<file path="src/rtl/gfmr_pkg.sv">
package gfmr_pkg;

  // Count of middle terms in a five-term reduction polynomial.
  localparam int unsigned GFMR_NMID = 3;

  typedef enum logic [1:0] {
    GFMR_IDLE = 2'd0,
    GFMR_MUL  = 2'd1,
    GFMR_RED  = 2'd2
  } gfmr_state_e;

  function automatic int unsigned gfmr_cdiv(input int unsigned num, input int unsigned den);
    return (num + den - 1) / den;
  endfunction

endpackage

</file>
<file path="src/rtl/gfmr_rst_sync.sv">
module gfmr_rst_sync (
  input  logic clk_i,
  input  logic rst_ni,
  output logic rst_no
);

  logic [1:0] sync_q;

  always_ff @(posedge clk_i or negedge rst_ni) begin
    if (!rst_ni) begin
      sync_q <= 2'b00;
    end else begin
      sync_q <= {sync_q[0], 1'b1};
    end
  end

  assign rst_no = sync_q[1];

endmodule

</file>
<file path="src/rtl/gfmr_ctrl.sv">
module gfmr_ctrl
  import gfmr_pkg::*;
#(
  parameter int unsigned NCYC = 21
) (
  input  logic clk_i,
  input  logic rst_ni,
  input  logic start_i,
  output logic load_o,
  output logic mul_en_o,
  output logic red_en_o
);

  localparam int unsigned CW = (NCYC > 1) ? $clog2(NCYC) : 1;
  localparam logic [CW-1:0] LAST = CW'(NCYC - 1);

  gfmr_state_e state_q, state_d;
  logic [CW-1:0] cnt_q, cnt_d;
  logic          cnt_en;

  always_comb begin
    state_d  = state_q;
    cnt_d    = cnt_q;
    load_o   = 1'b0;
    mul_en_o = 1'b0;
    red_en_o = 1'b0;
    case (state_q)
      GFMR_IDLE: begin
        if (start_i) begin
          load_o  = 1'b1;
          cnt_d   = '0;
          state_d = GFMR_MUL;
        end
      end
      GFMR_MUL: begin
        mul_en_o = 1'b1;
        if (cnt_q == LAST) begin
          state_d = GFMR_RED;
        end else begin
          cnt_d = cnt_q + 1'b1;
        end
      end
      GFMR_RED: begin
        red_en_o = 1'b1;
        state_d  = GFMR_IDLE;
      end
      default: begin
        state_d = GFMR_IDLE;
      end
    endcase
  end

  assign cnt_en = load_o | mul_en_o;

  always_ff @(posedge clk_i or negedge rst_ni) begin
    if (!rst_ni) begin
      state_q <= GFMR_IDLE;
      cnt_q   <= '0;
    end else begin
      state_q <= state_d;
      if (cnt_en) begin
        cnt_q <= cnt_d;
      end
    end
  end

endmodule

</file>
<file path="src/rtl/gfmr_mac.sv">
module gfmr_mac #(
  parameter int unsigned M = 163,
  parameter int unsigned D = 8
) (
  input  logic           clk_i,
  input  logic           rst_ni,
  input  logic           load_i,
  input  logic           mul_en_i,
  input  logic [M-1:0]   opa_i,
  input  logic [M-1:0]   opb_i,
  output logic [2*M-2:0] prod_o
);

  localparam int unsigned P = 2 * M - 1;

  logic [P-1:0] a_q, a_d;
  logic [P-1:0] acc_q, acc_d;
  logic [M-1:0] b_q, b_d;
  logic [P-1:0] pp [D];
  logic [P-1:0] part;
  logic         upd_en;

  // One shifted copy of the first operand per bit of the current digit.
  for (genvar j = 0; j < D; j++) begin : g_pp
    assign pp[j] = b_q[j] ? (a_q << j) : '0;
  end

  always_comb begin
    part = '0;
    for (int j = 0; j < D; j++) begin
      part = part ^ pp[j];
    end
  end

  always_comb begin
    a_d   = a_q;
    b_d   = b_q;
    acc_d = acc_q;
    if (load_i) begin
      a_d   = {{(M-1){1'b0}}, opa_i};
      b_d   = opb_i;
      acc_d = '0;
    end else if (mul_en_i) begin
      acc_d = acc_q ^ part;
      a_d   = a_q << D;
      b_d   = b_q >> D;
    end
  end

  assign upd_en = load_i | mul_en_i;

  always_ff @(posedge clk_i or negedge rst_ni) begin
    if (!rst_ni) begin
      a_q   <= '0;
      b_q   <= '0;
      acc_q <= '0;
    end else if (upd_en) begin
      a_q   <= a_d;
      b_q   <= b_d;
      acc_q <= acc_d;
    end
  end

  assign prod_o = acc_q;

endmodule

</file>
<file path="src/rtl/gfmr_fold.sv">
module gfmr_fold
  import gfmr_pkg::*;
#(
  parameter int unsigned M = 163,
  parameter int unsigned MIDS [GFMR_NMID] = '{7, 6, 3}
) (
  input  logic [2*M-2:0] wide_i,
  output logic [M-1:0]   red_o
);

  // MIDS is listed largest first; two passes suffice while 2*MIDS[0] < M.
  localparam int unsigned P    = 2 * M - 1;
  localparam int unsigned KMAX = MIDS[0];
  localparam int unsigned T    = M + KMAX - 1;
  localparam int unsigned H1   = M - 1;
  localparam int unsigned H2   = KMAX - 1;

  logic [H1-1:0] hi1;
  logic [T-1:0]  hi1_x;
  logic [T-1:0]  sh1 [GFMR_NMID];
  logic [T-1:0]  pass1;
  logic [H2-1:0] hi2;
  logic [M-1:0]  hi2_x;
  logic [M-1:0]  sh2 [GFMR_NMID];

  // First pass: x^(M+i) becomes x^i times the low part of the polynomial.
  assign hi1   = wide_i[P-1:M];
  assign hi1_x = {{(T-H1){1'b0}}, hi1};

  for (genvar k = 0; k < GFMR_NMID; k++) begin : g_pass1
    assign sh1[k] = hi1_x << MIDS[k];
  end

  always_comb begin
    pass1 = {{(T-M){1'b0}}, wide_i[M-1:0]} ^ hi1_x;
    for (int k = 0; k < GFMR_NMID; k++) begin
      pass1 = pass1 ^ sh1[k];
    end
  end

  // Second pass: only the few bits pushed above M-1 by the largest term.
  assign hi2   = pass1[T-1:M];
  assign hi2_x = {{(M-H2){1'b0}}, hi2};

  for (genvar k = 0; k < GFMR_NMID; k++) begin : g_pass2
    assign sh2[k] = hi2_x << MIDS[k];
  end

  always_comb begin
    red_o = pass1[M-1:0] ^ hi2_x;
    for (int k = 0; k < GFMR_NMID; k++) begin
      red_o = red_o ^ sh2[k];
    end
  end

endmodule

</file>
<file path="src/rtl/gfmr_unit.sv">
module gfmr_unit
  import gfmr_pkg::*;
#(
  parameter int unsigned M = 163,
  parameter int unsigned D = 8,
  parameter int unsigned MIDS [GFMR_NMID] = '{7, 6, 3}
) (
  input  logic         clk_i,
  input  logic         rst_ni,
  input  logic         start_i,
  input  logic [M-1:0] opa_i,
  input  logic [M-1:0] opb_i,
  output logic         done_o,
  output logic [M-1:0] res_o,
  output logic [M-1:0] fwd_o
);

  localparam int unsigned NCYC = gfmr_cdiv(M, D);
  localparam int unsigned P    = 2 * M - 1;

  logic         rst_sync_n;
  logic         load_w, mul_en_w, red_en_w;
  logic [P-1:0] prod_w;
  logic [M-1:0] red_w;

  logic [M-1:0] res_q, res_d;
  logic [M-1:0] fwd_q, fwd_d;
  logic         done_q, done_d;

  gfmr_rst_sync u_rst (
    .clk_i  (clk_i),
    .rst_ni (rst_ni),
    .rst_no (rst_sync_n)
  );

  gfmr_ctrl #(.NCYC(NCYC)) u_ctrl (
    .clk_i    (clk_i),
    .rst_ni   (rst_sync_n),
    .start_i  (start_i),
    .load_o   (load_w),
    .mul_en_o (mul_en_w),
    .red_en_o (red_en_w)
  );

  gfmr_mac #(.M(M), .D(D)) u_mac (
    .clk_i    (clk_i),
    .rst_ni   (rst_sync_n),
    .load_i   (load_w),
    .mul_en_i (mul_en_w),
    .opa_i    (opa_i),
    .opb_i    (opb_i),
    .prod_o   (prod_w)
  );

  gfmr_fold #(.M(M), .MIDS(MIDS)) u_fold (
    .wide_i (prod_w),
    .red_o  (red_w)
  );

  // Reduction stage: its own register boundary after the product register.
  always_comb begin
    res_d  = red_en_w ? red_w : res_q;
    fwd_d  = red_en_w ? red_w : '0;
    done_d = red_en_w;
  end

  always_ff @(posedge clk_i or negedge rst_sync_n) begin
    if (!rst_sync_n) begin
      res_q  <= '0;
      fwd_q  <= '0;
      done_q <= 1'b0;
    end else begin
      res_q  <= res_d;
      fwd_q  <= fwd_d;
      done_q <= done_d;
    end
  end

  assign done_o = done_q;
  assign res_o  = res_q;
  assign fwd_o  = fwd_q;

endmodule

</file>
<file path="config.mk">
export PLATFORM = sky130hd
export DESIGN_NAME = gfmr_unit
export DESIGN_NICKNAME = d
export VERILOG_FILES = /design/src/rtl/gfmr_pkg.sv /design/src/rtl/gfmr_rst_sync.sv /design/src/rtl/gfmr_ctrl.sv /design/src/rtl/gfmr_mac.sv /design/src/rtl/gfmr_fold.sv /design/src/rtl/gfmr_unit.sv
export SDC_FILE = /design/constraint.sdc
export NUM_CORES = 2
export LEC_CHECK = 0
export ABC_AREA = 1
export BUFFER_PORTS_ARGS = -buffer_cell sky130_fd_sc_hd__buf_2
export CORE_AREA = 2 2 380 382
export CTS_BUF_LIST = sky130_fd_sc_hd__clkbuf_16
export CTS_CLUSTER_DIAMETER = 150
export DETAILED_ROUTE_END_ITERATION = 10
export DIE_AREA = 0 0 382 384
export PLACE_DENSITY = 0.86
export SYNTH_ARGS = -nofsm -noshare
export SYNTH_HDL_FRONTEND = slang
export SYNTH_SLANG_ARGS = --single-unit
</file>
<file path="constraint.sdc">
create_clock -name clk_i -period 49 [get_ports clk_i]
set_input_delay 2.45 -clock clk_i [delete_from_list [all_inputs] [get_ports clk_i]]
set_output_delay 2.45 -clock clk_i [all_outputs]
set_load 0.01 [all_outputs]
</file>
Word-level counts from Yosys, hierarchy flattened
Cells that the tools add are included.
{"block": "totals", "ff_bits": 1149, "inputBits": 329, "out_inout_bits": 327, "elab_cells": 64}
{"block": "op_classes", "n_addsub": 1, "n_eq_ne": 6, "n_mux": 25, "bitwise_logic": 17, "reduce_logical": 6}
{"operator": "$mux W325", "count": 12}
{"operator": "$xor A325 B325 Y325", "count": 8}
{"operator": "$mux W163", "count": 3}
{"operator": "$xor A169 B165 Y169", "count": 1}
{"operator": "$xor A169 B168 Y169", "count": 1}
{"operator": "$xor A169 B169 Y169", "count": 1}
{"operator": "$xor A163 B12 Y163", "count": 1}
{"operator": "$xor A163 B13 Y163", "count": 1}
{"operator": "$xor A163 B162 Y163", "count": 1}
{"operator": "$xor A163 B6 Y163", "count": 1}
{"operator": "$xor A163 B9 Y163", "count": 1}
{"operator": "$mux W5", "count": 2}
{"operator": "$pmux W5 S2", "count": 1}
{"operator": "$add A5 B1 Y5 const B", "count": 1}
{"operator": "$eq A5 B5 Y1 const B", "count": 1}
{"operator": "$mux W1", "count": 4}
{"operator": "$mux W2", "count": 2}
{"operator": "$ne A2 B2 Y1 const B", "count": 2}
{"operator": "$pmux W2 S2", "count": 1}
{"operator": "$reduce_and A2 Y1", "count": 2}
{"operator": "$reduce_and A4 Y1", "count": 1}
{"operator": "$reduce_bool A2 Y1", "count": 2}
{"operator": "$eq A2 B1 Y1 const B", "count": 1}
{"operator": "$eq A2 B2 Y1 const B", "count": 1}
{"operator": "other kinds (3)", "count": 3}

Depth between registers and ports, before layout
{"block": "logic_depth", "ltp_word": 11, "depth_mapped": 15, "mapped_depth_nobuf": 13}

By module
Synthesis repeated with hierarchy kept, for this count alone.
{"block": "hier_totals", "hier_cells": 15968, "area_unflattened_um2": 97885.1}
{"mod": "gfmr_mac", "n_inst": 1, "cells_per_inst": 13385, "area_each_um2": 78395.2, "seq_area_each_um2": 20344.5}
{"mod": "gfmr_unit", "n_inst": 1, "cells_per_inst": 1015, "area_each_um2": 10821.6, "seq_area_each_um2": 8182.8}
{"mod": "gfmr_fold", "n_inst": 1, "cells_per_inst": 1518, "area_each_um2": 8205.4, "seq_area_each_um2": 0.0}
{"mod": "gfmr_ctrl", "n_inst": 1, "cells_per_inst": 47, "area_each_um2": 409.1, "seq_area_each_um2": 175.2}
{"mod": "gfmr_rst_sync", "n_inst": 1, "cells_per_inst": 3, "area_each_um2": 53.8, "seq_area_each_um2": 50.0}

Least setup slack after synthesis
OpenSTA, ideal clock, no wires.
{"block": "synth_timing", "path_kind": "input port to flip-flop", "start": "input start_i", "end": "register u_mac.a_q[299]", "setup_ns": 0.138, "t_arrival_ns": 3.347, "required_time_ns": 48.862, "setup_slack_ns": 45.515, "stages": 7, "path_cell_list": "nand3_1 -> inv_2 -> nor2_2 -> inv_2 -> buf_2 -> buf_1 -> o22ai_1"}
{"block": "synth_via", "elab_chain_cells": 4}
{"item": "start: declaration", "line_no": "gfmr_unit.sv:10", "text": "input logic start_i,"}
{"item": "$mux W1 (*)", "line_no": "gfmr_ctrl.sv:29", "text": "if (start_i) begin"}
{"item": "$mux W1 (*)", "line_no": "gfmr_ctrl.sv:27", "text": "case (state_q)"}
{"item": "$reduce_bool A2 Y1 (no line) / $or A1 B1 Y1 (equally long branches)"}
{"item": "$reduce_and A2 Y1 (no line)"}
{"item": "end signal: assignment", "line_no": "gfmr_mac.sv:54", "text": "a_q <= '0;"}
{"item": "end signal: assignment", "line_no": "gfmr_mac.sv:58", "text": "a_q <= a_d;"}
{"item": "end: declaration", "line_no": "gfmr_mac.sv:16", "text": "logic [P-1:0] a_q, a_d;"}
Every way passes the cells marked *; elsewhere a longest branch is shown, timed or not.
A chain may end at the register's enable or synchronous reset.

Worst setup path in the final report
{"block": "layout_timing", "start": "register u_mac.b_q[6]", "end": "register u_mac.acc_q[61] (netlist: u_mac.prod_o[61])"}
{"block": "layout_via", "elab_chain_cells": 6}
{"item": "start: declaration", "line_no": "gfmr_mac.sv:18", "text": "logic [M-1:0] b_q, b_d;"}
{"item": "start signal: assignment", "line_no": "gfmr_mac.sv:55", "text": "b_q <= '0;"}
{"item": "start signal: assignment", "line_no": "gfmr_mac.sv:59", "text": "b_q <= b_d;"}
{"item": "$mux W325", "line_no": "gfmr_mac.sv:25", "text": "assign pp[j] = b_q[j] ? (a_q << j) : '0;"}
{"item": "$xor A325 B325 Y325 (2 in a row)", "line_no": "gfmr_mac.sv:31", "text": "part = part ^ pp[j];"}
{"item": "$xor A325 B325 Y325", "line_no": "gfmr_mac.sv:44", "text": "acc_d = acc_q ^ part;"}
{"item": "$mux W325", "line_no": "gfmr_mac.sv:43", "text": "end else if (mul_en_i) begin"}
{"item": "$mux W325", "line_no": "gfmr_mac.sv:39", "text": "if (load_i) begin"}
{"item": "end signal: assignment", "line_no": "gfmr_mac.sv:56", "text": "acc_q <= '0;"}
{"item": "end signal: assignment", "line_no": "gfmr_mac.sv:60", "text": "acc_q <= acc_d;"}
{"item": "end: declaration", "line_no": "gfmr_mac.sv:17", "text": "logic [P-1:0] acc_q, acc_d;"}
No other way between the ends. The select of a mux whose other input is x is not followed.

==> flow_summary.json <==
{
  "dr.first_iter.drc_count": 10100,
  "dieArea_sq_mm": 0.147,
  "wire_per_inst_um": 19.7,
  "result_of_the_run": "finished clean",
  "io_pins": 656,
  "area_added_between_synthesis_and_finish_pct": 7.00,
  "report.final.setup_viol": 0,
  "ctsHtreeMaxLevel": 4,
  "routed-via-count": 83100,
  "grt_pass1_wl_mm": 437,
  "grt_antenna_before_repair": 26,
  "cts_setup_buffers": 0,
  "vias_in_the_first_global_route": 79900,
  "dpl.hpwl_mm": 190,
  "final_period_minus_worst_setup_slack_ns": 5.53,
  "tritoncts_num_sinks": 1149,
  "initial_core_utilization_pct": 61.7,
  "synth_seq_area_share_pct": 32.7,
  "mostFrequentLayoutCell": "nand2_1",
  "post_cts_resize_count": 0,
  "largest_net_degree_at_the_start_of_global_routing": 211,
  "grtUsageTotal_pct": 37.3,
  "drt.antenna.violating_nets": 0,
  "totalWireLength_mm": 280,
  "maxCapViolations": 0,
  "die_y_um": 384,
  "wl_met1_mm": 102,
  "cts.hold.buffers_added": 0,
  "crit_path_start_kind": "register",
  "met2_wirelength_mm": 121,
  "pwr_density_cell_mw_per_mm2": 87.9,
  "share_of_synthesized_flip_flops_with_an_asynchronous_set_or_reset_pct": 100,
  "post-place-ws_ns": 42.80,
  "cellInternalPower_uw": 4020,
  "leakage_uw": 0.0418,
  "rsz0062_at_grt": "no",
  "fin_ws_ns": 43.47,
  "clock-skew-final_ns": 0.0369,
  "critical-path-slowest-cell": "dfrtp_4",
  "synth_enable_flop_cells": 0,
  "net_switching_power_of_the_design_uw": 4260,
  "critical_path_peak_fanout": 91,
  "netlist_instances": 12300,
  "path_class": "reg2reg",
  "p_seq_share_pct": 25.5,
  "layout.core_utilization_pct": 66.0,
  "cts-root-buf": "clkbuf_16",
  "fmax_ghz": 0.181,
  "maxSlewViolCount": 0,
  "drt_drc_violations_left": 0,
  "timing.critical_path.slowest_cell_delay_ns": 1.21,
  "mostFrequentLayoutCells": "nand2_1, xnor2_1, dfrtp_1",
  "cts_inserted_buffers": 133,
  "final_hold_viol_count": 0,
  "clkLatencyLatePin_ns": 0.82,
  "clock_network_fraction_of_design_power_pct": 12.1,
  "max_slew.worst_pin.slew_ns": 1.32,
  "timing.setup.tns_ns": 0,
  "max-slew-margin-rel_pct": 12.1,
  "combPwrFrac_pct": 62.4,
  "yosys-top-cells-area": "dfrtp_1, nand2_1, xnor2_1",
  "yosysWarnings": 0,
  "gr-total-overflow": 0,
  "timing.critical_path.to_type": "register",
  "post_drt_via_cell_ratio": 5.85,
  "vdd_drop_max_mv": 0.0639,
  "met3WireLength_mm": 36.9,
  "crit_chain": "buf_4 -> buf_4 -> buf_4 -> nand2_1 -> inv_1 -> nand3_1 -> nand2_1 -> inv_1 -> nand2_1 -> nand2_1 -> nand2_1 -> nand3_1 -> nand2_1 -> nand2_1 -> nor2_1",
  "ys_types": 30,
  "drtPass1Iterations": 7,
  "critical_path.most_common_cell": "nand2_1",
  "cts-root-to-sink-buffers": 3,
  "routability_congestion_estimate": 0.952,
  "synth_largest_type_area_fraction_pct": 32.7,
  "placement_rows": 139,
  "critPathRequiredTime_ns": 49.73,
  "ys_ff_latch": 1149,
  "die_x_um": 382,
  "avgSynthCellArea_sq_um": 7.13,
  "hold_path_class": "reg2reg",
  "post_synth_design_cell_area_sq_mm": 0.0880,
  "uppermost_layer_routed": "met5",
  "switching_share_pct": 51.5,
  "fill_cells": 11700,
  "synth_area_leader_cell": "dfrtp_1",
  "synth_top_flop_cell": "dfrtp_1",
  "layout_cell_share_with_drive_strength_beyond_1_pct": 8.10,
  "synth_fp_nets": 12700,
  "final.period_utilization_pct": 11.3,
  "worst-endpoint-arrival_ns": 6.26,
  "input_output_buffers": 655,
  "cts_tree": "yes",
  "core_outline_area_sq_mm": 0.143,
  "clkTransAtPathRegs_ns": 0.06,
  "post_layout_nets": 12500
}
[registers in the layout, indices dropped and copies added (netlist names)]
| signal | flops |
|---|---|
| res_o | 163 |
| fwd_o | 163 |
| u_mac.b_q | 163 |
| u_mac.prod_o | 325 |
| u_ctrl.state_q | 2 |
| u_mac.a_q | 325 |
| u_rst.sync_q | 2 |
| done_o | 1 |
| u_ctrl.cnt_q | 5 |
[cells in the mapped netlist, types with 156 or more instances]
library cell	n
xnor2_1	1904
buf_2	302
nor2_1	330
nand3b_1	314
o21ai_0	198
o221ai_1	304
nand2_1	5087
or2_1	243
dfrtp_1	1149
inv_1	691
o22ai_1	156
nand3_1	360
xor2_1	498
clkbuf_1	648
[metal layers]
metal,vias up,global-route usage [%]
met5,-,0
met4,42,21.9
met3,1175,11.3
met2,5239,56.5
met1,39100,47.2
li1,37500,-
[cells by family (layout without fill, tap and decap cells)]
family,after synthesis,count (layout),share of synthesized area [%]
other,1,6,0.00426
and+or+nand+nor,6412,6412,30.1
DFF,1149,1149,32.7
adders and majority gates,2,2,0.0284
buffers and inverters,1710,1645,7.96
AOI/OAI and AO/OA,671,671,5.35
xor gates and xnor gates,2402,2402,23.9
[path summary, 6_finish.rpt]
| kind | startpoint | endpoint | depth (start not counted) | slack, ns |
|---|---|---|---|---|
| min in group asynchronous | u_rst.sync_q[1] | res_o[16] | 0 | 0.45 |
| worst min register to register | u_rst.sync_q[0] | u_rst.sync_q[1] | 0 | 0.36 |
| worst min-delay path | u_rst.sync_q[0] | u_rst.sync_q[1] | 0 | 0.36 |
| max in group asynchronous | u_rst.sync_q[1] | res_o[106] | 4 | 44.55 |
| worst max-delay path | u_mac.b_q[6] | u_mac.prod_o[61] | 15 | 43.47 |
| worst max register to register | u_mac.b_q[6] | u_mac.prod_o[61] | 15 | 43.47 |
[critical path: cells and delay by family, from the launching register on]
family	cells	cell delay, ns
flip-flops	1	1.21
buffers and inverters	5	3.02
AND/OR/NAND/NOR	10	0.90
[per-stage QoR]
stage | hold slack (ns) | total power, uW | cells | instance area, sq um
after global routing | 0.369 | 8890 | 14200 | 94200
after detailed placement | 0.344 | 7110 | 13900 | 89900
after CTS | 0.363 | 8150 | 14200 | 94200
final | 0.359 | 8280 | 14200 | 94200
after floorplan | 0.331 | 6020 | 12300 | 88000
after global placement | 0.340 | 6870 | 13900 | 89900
[power by group through the flow]
stage / Sequential (uW) / Combinational [uW] / Clock (uW)
finish: 2110 / 5170 / 1010
detailed placement: 2070 / 5040 / 0
CTS: 2060 / 5080 / 1010
floorplan: 1500 / 4520 / 0
global route: 2130 / 5710 / 1050
global placement: 2060 / 4810 / 0
[final cells by class]
cell class	count	area (sq um)	area share [%]
antenna	5	12.5	0.0133
clock buffer	134	3350	3.56
clock inverter	104	940	0.998
inverter	694	2630	2.79
multi-input combinational	9488	52300	55.5
sequential	1149	28800	30.6
tap	1903	2380	2.53
timing repair buffer	713	3790	4.02
(Power assumes the default switching activity.)
